[config.mk]
export PLATFORM = sky130hd
export DESIGN_NAME = npc_unit
export DESIGN_NICKNAME = d
export VERILOG_FILES = /design/src/rtl/npc_pkg.sv /design/src/rtl/npc_cond_eval.sv /design/src/rtl/npc_target_sel.sv /design/src/rtl/npc_unit.sv
export SDC_FILE = /design/constraint.sdc
export NUM_CORES = 1
export LEC_CHECK = 0
export BUFFER_PORTS_ARGS = -buffer_cell sky130_fd_sc_hd__buf_2
export CAP_MARGIN = 10
export CORE_UTILIZATION = 51
export DETAILED_ROUTE_END_ITERATION = 8
export PLACE_DENSITY_LB_ADDON = 0.1
export REMOVE_ABC_BUFFERS = 1
export SLEW_MARGIN = 0
export SYNTH_ARGS = -nofsm -noshare
export SYNTH_HDL_FRONTEND = slang
export SYNTH_SLANG_ARGS = --single-unit
[constraint.sdc]
create_clock -name clk -period 4.9 [get_ports clk]
set_clock_uncertainty 0.2 [all_clocks]
set_input_delay 0.98 -clock clk [delete_from_list [all_inputs] [get_ports clk]]
set_output_delay 0.98 -clock clk [all_outputs]
set_load 0.005 [all_outputs]
[src/rtl/npc_pkg.sv]
// Shared definitions for the next-PC unit: widths, branch kinds and flag
// bit positions inside the flag byte. Assumes an 8-bit flag byte.
package npc_pkg;
    localparam int ADDR_W   = 16;
    localparam int FLAG_W   = 8;
    localparam int COND_W   = 3;
    localparam int KIND_W   = 3;
    localparam int LEN_W    = 2;
    localparam int VEC_SHIFT = 3;

    localparam int FLAG_S  = 7;
    localparam int FLAG_Z  = 6;
    localparam int FLAG_P  = 2;
    localparam int FLAG_CY = 0;

    typedef enum logic [KIND_W-1:0] {
        BK_SEQ  = 3'd0,
        BK_JUMP = 3'd1,
        BK_CALL = 3'd2,
        BK_RET  = 3'd3,
        BK_RST  = 3'd4,
        BK_HL   = 3'd5
    } br_kind_e;
endpackage

[src/rtl/npc_cond_eval.sv]
// Evaluates one of eight branch conditions against the flag byte.
// Code bits [2:1] pick the flag (Z, CY, P, S); bit 0 is the value it must have.
module npc_cond_eval
    import npc_pkg::*;
#(
    parameter int N_COND = 1 << COND_W
) (
    input  logic [FLAG_W-1:0] flags_i,
    input  logic [COND_W-1:0] cond_i,
    output logic              met_o
);
    logic [N_COND-1:0] table_q;

    // One table entry per code: flag under test equals the wanted polarity.
    for (genvar i = 0; i < N_COND; i++) begin : g_entry
        localparam logic [COND_W-1:0] CODE = COND_W'(i);
        localparam int BITPOS = (CODE[2:1] == 2'd0) ? FLAG_Z  :
                                (CODE[2:1] == 2'd1) ? FLAG_CY :
                                (CODE[2:1] == 2'd2) ? FLAG_P  : FLAG_S;
        assign table_q[i] = (flags_i[BITPOS] == CODE[0]);
    end

    // Select the entry named by the condition code.
    assign met_o = table_q[cond_i];
endmodule

[src/rtl/npc_target_sel.sv]
// Combinational choice of next PC and stack requests for one instruction.
// Assumes instr_len_i is 1..3 and that stack_word_i is valid on returns.
module npc_target_sel
    import npc_pkg::*;
(
    input  logic [ADDR_W-1:0] pc_i,
    input  logic [LEN_W-1:0]  instr_len_i,
    input  logic [ADDR_W-1:0] operand_i,
    input  logic [ADDR_W-1:0] hl_i,
    input  logic [ADDR_W-1:0] stack_word_i,
    input  logic [KIND_W-1:0] br_kind_i,
    input  logic              taken_i,
    input  logic [COND_W-1:0] rst_num_i,
    output logic [ADDR_W-1:0] next_pc_o,
    output logic              push_o,
    output logic [ADDR_W-1:0] push_data_o,
    output logic              pop_o
);
    localparam int VEC_PAD = ADDR_W - COND_W - VEC_SHIFT;

    logic [ADDR_W-1:0] seq_pc;
    logic [ADDR_W-1:0] rst_vec;

    assign seq_pc  = pc_i + ADDR_W'(instr_len_i);
    assign rst_vec = {{VEC_PAD{1'b0}}, rst_num_i, {VEC_SHIFT{1'b0}}};

    // Pick the destination and stack action for the branch kind.
    always_comb begin
        next_pc_o   = seq_pc;
        push_o      = 1'b0;
        push_data_o = seq_pc;
        pop_o       = 1'b0;
        case (br_kind_i)
            BK_JUMP: if (taken_i) next_pc_o = operand_i;
            BK_CALL: if (taken_i) begin
                next_pc_o = operand_i;
                push_o    = 1'b1;
            end
            BK_RET: if (taken_i) begin
                next_pc_o = stack_word_i;
                pop_o     = 1'b1;
            end
            BK_RST: begin
                next_pc_o   = rst_vec;
                push_o      = 1'b1;
                push_data_o = pc_i + ADDR_W'(1);
            end
            BK_HL:   next_pc_o = hl_i;
            default: ;
        endcase
    end
endmodule

[src/rtl/npc_unit.sv]
// Next-PC unit top: evaluates the branch condition, selects the target and
// registers the result. Synchronous active-low reset clears the outputs.
module npc_unit
    import npc_pkg::*;
(
    input  logic              clk,
    input  logic              rst_n,
    input  logic [15:0]       pc_i,
    input  logic [1:0]        instr_len_i,
    input  logic [15:0]       operand_i,
    input  logic [7:0]        flags_i,
    input  logic [15:0]       hl_i,
    input  logic [15:0]       stack_word_i,
    input  logic [2:0]        br_kind_i,
    input  logic              is_cond_i,
    input  logic [2:0]        cond_i,
    input  logic [2:0]        rst_num_i,
    output logic [15:0]       next_pc_o,
    output logic              push_req_o,
    output logic [15:0]       push_data_o,
    output logic              pop_req_o
);
    logic              cond_met;
    logic              taken;
    logic [ADDR_W-1:0] nxt_pc;
    logic              nxt_push;
    logic [ADDR_W-1:0] nxt_data;
    logic              nxt_pop;

    npc_cond_eval u_cond (
        .flags_i (flags_i),
        .cond_i  (cond_i),
        .met_o   (cond_met)
    );

    assign taken = !is_cond_i || cond_met;

    npc_target_sel u_sel (
        .pc_i         (pc_i),
        .instr_len_i  (instr_len_i),
        .operand_i    (operand_i),
        .hl_i         (hl_i),
        .stack_word_i (stack_word_i),
        .br_kind_i    (br_kind_i),
        .taken_i      (taken),
        .rst_num_i    (rst_num_i),
        .next_pc_o    (nxt_pc),
        .push_o       (nxt_push),
        .push_data_o  (nxt_data),
        .pop_o        (nxt_pop)
    );

    // Register the decision; reset parks the PC at zero with no requests.
    always_ff @(posedge clk) begin
        if (!rst_n) begin
            next_pc_o   <= '0;
            push_req_o  <= 1'b0;
            push_data_o <= '0;
            pop_req_o   <= 1'b0;
        end else begin
            next_pc_o   <= nxt_pc;
            push_req_o  <= nxt_push;
            push_data_o <= nxt_data;
            pop_req_o   <= nxt_pop;
        end
    end
endmodule

## Word-level counts from Yosys, hierarchy flattened

Cells that the tools add are included.

- Register bits after elaboration: 34
- Bits in latches: 0
- Memory bits (writable): 0
- Bits in read-only memories: 0
- Bits of input ports: 86
- Output and inout port bits: 34
- Word-level logic and storage cells: 28
- Memories kept: 0

- $add $sub $neg: 2
- Multiply operators: 0
- Div/mod/pow operators: 0
- $lt $le $gt $ge: 1
- Equal/unequal tests: 5
- Shifts and indexed selects: 0
- Mux-type cells: 8
- Bitwise logic cells: 4
- Reductions and logical operators: 4

Operators by type and width:

| operator | count |
|---|---|
| one-hot mux 16 bit (4 select lines) | 1 |
| 2-to-1 mux 16 bit | 3 |
| adder 16 x 1 -> 16 bit, second input constant | 1 |
| adder 16 x 2 -> 16 bit | 1 |
| == test 3 x 2 -> 1 bit, second input constant | 2 |
| == test 3 bit, second input constant | 2 |
| < comparator 3 x 4 -> 1 bit, second input constant | 1 |
| NOT 1 bit | 4 |
| binary-select mux 1 bit (select 3 bit) | 1 |
| == test 3 x 1 -> 1 bit, second input constant | 1 |
| 2-to-1 mux 1 bit | 2 |
| one-hot mux 1 bit (2 select lines) | 1 |
| AND reduction 2 bit | 1 |
| OR reduction 2 bit | 1 |
| logical NOT 1 bit | 1 |
| logical OR 1 bit | 1 |

## Longest topological paths before layout

- Word-level depth: 6
- Mapped depth: 8

## Hierarchy

A second synthesis with hierarchy kept.

- Cells, all modules: 360
- Area, all modules: 2,712.6 um2

Modules (own cells, without submodules):

| module | times used | cells each | area an instance (um2) | sequential area each (um2) |
|---|---|---|---|---|
| npc_target_sel | 1 | 286 | 1,724.2 | 0.0 |
| npc_unit | 1 | 72 | 957.2 | 680.7 |
| npc_cond_eval | 1 | 2 | 31.3 | 0.0 |

## Worst setup path before layout

Ideal clock, no wire load.

- Kind: input-to-reg
- Start: in pc_i[0]
- End: reg next_pc_o[14]
- Library setup time: 0.077 ns
- Arrival time: 2.383 ns
- Path slack: 2.240 ns
- Cell stages on the path: 8
- Buffers on the path: 1
- Cell sequence: ha_1 > fa_1 > clkbuf_1 > nand3_1 > nor4_2 > xnor2_1 > a32o_1 > a41oi_2

- Word-level cells in the longest chain between the ends: 3
- Elaborated cells on any way between the ends: 4

RTL lines:

| item | RTL line | source |
|---|---|---|
| start: declaration | npc_unit.sv:8 | `input logic [15:0] pc_i,` |
| adder 16 x 2 -> 16 bit * | npc_target_sel.sv:24 | `assign seq_pc = pc_i + ADDR_W'(instr_len_i);` |
| 2-to-1 mux 16 bit, on equally long branches | npc_target_sel.sv:39, npc_target_sel.sv:34, npc_target_sel.sv:35 |  |
| one-hot mux 16 bit (4 select lines) * | npc_target_sel.sv:33 | `case (br_kind_i)` |
| end signal: assignment | npc_unit.sv:61 | `next_pc_o <= nxt_pc;` |
| end: declaration | npc_unit.sv:18 | `output logic [15:0] next_pc_o,` |

Mark *: on every way between the ends. The rest lies on a longest branch, timed or not.
A chain may end at the register's enable or synchronous reset.

## Worst setup path in the final report

- Start: in br_kind_i[0]
- End: reg next_pc_o[8]

- Word-level cells in the longest chain between the ends: 3
- Elaborated cells on any way between the ends: 7

RTL lines:

| item | RTL line | source |
|---|---|---|
| start: declaration | npc_unit.sv:14 | `input logic [2:0] br_kind_i,` |
| == test 3 x 1 -> 1 bit / == test 3 x 2 -> 1 bit (equally long branches) | npc_target_sel.sv:33 |  |
| OR reduction 2 bit (no line) | - |  |
| one-hot mux 16 bit (4 select lines) * | npc_target_sel.sv:33 |  |

Marks and branches as above.

==> qor.csv <==
stage,metric,value,unit
clock_network,Hold Buf Count CTS,0,
clock_network,H-tree depth,2,
pwr,P_sw,243,uW
pwr,Flop pwr share,0.414,
drt,DR pass1 iterations,5,
synthesis,post-synth top area cell,dfxtp_1,
synthesis,most common cell in the synthesized netlist,dfxtp_1,
clock_network,CTS buffer count,5,
worst_setup_path,WP data required,4.91,ns
drt,ANT nets after route,0,
drt,detailed router's first-iteration violation count,224,
timing,Tcrit/Tclk final,0.587,
worst_setup_path,crit path launch,br_kind_i[0],
synthesis,Synth cell types,61,
clock_network,Worst-path clk slew,0.07,ns
clock_network,CTS tree,yes,
floorplanning,initial core utilization,0.538,
timing,min cycle time layout,2.88,ns
clock_network,Sink Count,34,
placement,placed instance area,3120,sq um
clock_network,total setup buffers inserted after CTS,0,
finish,area delta synth->final,24.4,%
hold_path,Hold Path Class,input pin to flop,
synthesis,Yosys top cell area share,0.265,
pwr,Clock power frac,0.284,
finish,share of layout cells above drive strength 1,0.337,
worst_setup_path,WP data arrival,2.89,ns
synthesis,Post-synth top cells,"dfxtp_1, a21oi_1, nor2_1",
worst_setup_path,CP max FO,40,
timing,Max Clock Freq,348,MHz
finish,nets,511,
floorplanning,Placeable Area,4790,sq um
worst_setup_path,Crit. End Element,flop,
outcome,outcome,"finished, final reports clean",
synthesis,Synth Area per Inst,7.96,sq um
placement,DPL Wire Length,5360,microns
global_routing,met2 usage,0.462,
placement,I/O Buffers,115,
drt,DRC viols,0,
global_routing,vias in the first global route,2519,
finish,diode count,0,
placement,pre-CTS setup slack,1.71,ns
floorplanning,IO Pins,120,
synthesis,main flop type after synthesis,dfxtp_1,
timing,"Hold Violations, Final",0,
pwr,Net Sw Frac,0.331,
pwr,Power Density,229,nW/um^2
placement,GPL Wtd Cong,0.885,
synthesis,"Seq/Total Area, Yosys",0.265,
worst_setup_path,Crit Path Class,input pin to flop,
finish,fin util,0.669,
clock_network,CTS Root Cell,clkbuf_8,
global_routing,gr usage total,0.285,
drt,Routed WL,7350,microns
synthesis,"EDFF count, synth",0,
timing,Final Max Tran Viols,0,
global_routing,remaining global-route overflow,0,
timing,Slew @ Worst Pin,0.728,ns
synthesis,"Async S/R FF share, synth",0,
global_routing,antenna violations before repair,0,
hold_path,HP Start,pc_i[0],
synthesis,Area contributors post-synth,"dfxtp_1, xor2_1, a21oi_1",
pwr,leakage,0.00142,uW
floorplanning,die footprint,5330,sq um
drt,DR vias,2846,
global_routing,largest net degree at the start of global routing,41,
timing,worst setup margin,2.02,ns
clock_network,Post-CTS Resized,0,
timing,total negative slack,0,ns
worst_setup_path,CP startpoint kind,input pin,
hold_path,Worst Hold End,push_data_o[0]$_SDFF_PN0_,
synthesis,synthesized area,2570,sq um
clock_network,clock buffer depth,2,
synthesis,Synth Register Bits,34,
timing,Slew HR,0.515,
floorplanning,Die Span Y,73.0,microns
floorplanning,Row Count,25,
global_routing,M3 GR Usage,0.0594,
global_routing,met1 usage,0.374,
pwr,Combinational Power Share,0.303,
finish,fin area,3200,sq um
timing,RSZ-0062 raised after global routing,no,
drt,Routed WL per cell,15.1,microns
job,Max Cap Viol,0,
global_routing,most used routing layer,met2,
pwr,Internal Pwr Total,491,uW
floorplanning,width of the chip,73.0,microns
synthesis,number of synthesis warnings,0,
drt,Via density,5.83,
synthesis,Mapped Cells,323,
pwr,VDD IR max,121,uV
timing,Setup Viol. Count Final,0,
global_routing,first-pass GRT wire length,11700,microns
hold_path,hold path cells,2,
[critical path, stage by stage]
cell	delay [ns]
buf_2	0.56
nor2b_1	0.59
a22oi_1	0.19
o32a_1	0.33
a221oi_2	0.23
[layout by cell type (no fill, tap or decap), drive strengths merged, types with 2 or more instances in the layout]
master / Yosys / routed
clkbuf: 12 / 5
a31oi: 3 / 3
nand2b: 4 / 4
o2bb2ai: 2 / 2
a22oi: 5 / 5
nand3: 20 / 20
nor3: 4 / 4
mux2i: 10 / 10
o31ai: 3 / 3
a221oi: 5 / 5
o31a: 2 / 2
a21o: 2 / 2
nor3b: 5 / 5
o21ai: 27 / 27
buf: 12 / 115
nand2: 21 / 21
a21boi: 5 / 5
and2: 4 / 4
a21oi: 29 / 29
nand4: 5 / 5
o21a: 2 / 2
dfxtp: 34 / 34
ha: 3 / 3
and3b: 4 / 4
and3: 2 / 2
inv: 4 / 4
nor2: 28 / 28
xor2: 21 / 21
mux2: 7 / 7
o22ai: 4 / 4
xnor2: 7 / 7
a211oi: 6 / 6
nor2b: 4 / 4
nor4: 5 / 5
clkinv: 0 / 2
[power by group through the flow]
stage	combinational (uW)	sequential (uW)	clock (uW)
2_1_floorplan	113	313	0
3_3_place_gp	216	309	0
3_5_place_dp	219	310	0
4_1_cts	220	304	210
5_1_grt	245	306	220
6_report	222	304	208
[kinds of logic (layout without fill, tap and decap cells)]
family,after synthesis,after routing,share of synthesized area
AO/OA/AOI/OAI,103,103,0.261
XOR/XNOR,28,28,0.0953
adder cells (fa/ha/maj),4,4,0.0224
buffers and inverters,28,126,0.0486
flip-flops,34,34,0.265
multiplexers,17,17,0.0725
AND/OR/NAND/NOR,109,109,0.236
[how the worst max path moves through the flow]
stage	endpoint	slack (ns)
global route	next_pc_o[3]$_SDFF_PN0_	1.86
finish	next_pc_o[8]$_SDFF_PN0_	2.02
global placement	next_pc_o[8]$_SDFF_PN0_	1.75
floorplan	next_pc_o[14]$_SDFF_PN0_	2.27
detailed placement	next_pc_o[8]$_SDFF_PN0_	1.71
CTS	next_pc_o[8]$_SDFF_PN0_	2.04
[final cells by class]
type	instances	area, sq um
fill	440	1590
inverter	4	15.0
multi-input combinational	261	1770
clock inverter	2	10.0
clock buffer	5	68.8
sequential	34	681
tap	67	83.8
timing repair buffer	115	576
[metal layers]
layer | part of all wire | wire, microns | up-vias
met2 | 0.47 | 3430 | 153
li1 | - | - | 1384
met4 | 0.015 | 110 | 0
met5 | 0 | 0 | -
met3 | 0.080 | 585 | 11
met1 | 0.44 | 3230 | 1298
[registers in the layout, indices dropped and copies added (netlist names)]
register     flops
push_data_o     16
push_req_o       1
next_pc_o       16
pop_req_o        1
[per-stage QoR]
stage                     total power, uW  cells  hold WS (ns)
after detailed placement              529    481          1.03
after global placement                526    481          1.02
after floorplan                       426    299         0.858
after global routing                  770    488         0.724
final                                 734    488         0.724
after CTS                             734    488         0.716
Power figures use the tool's default switching activity.
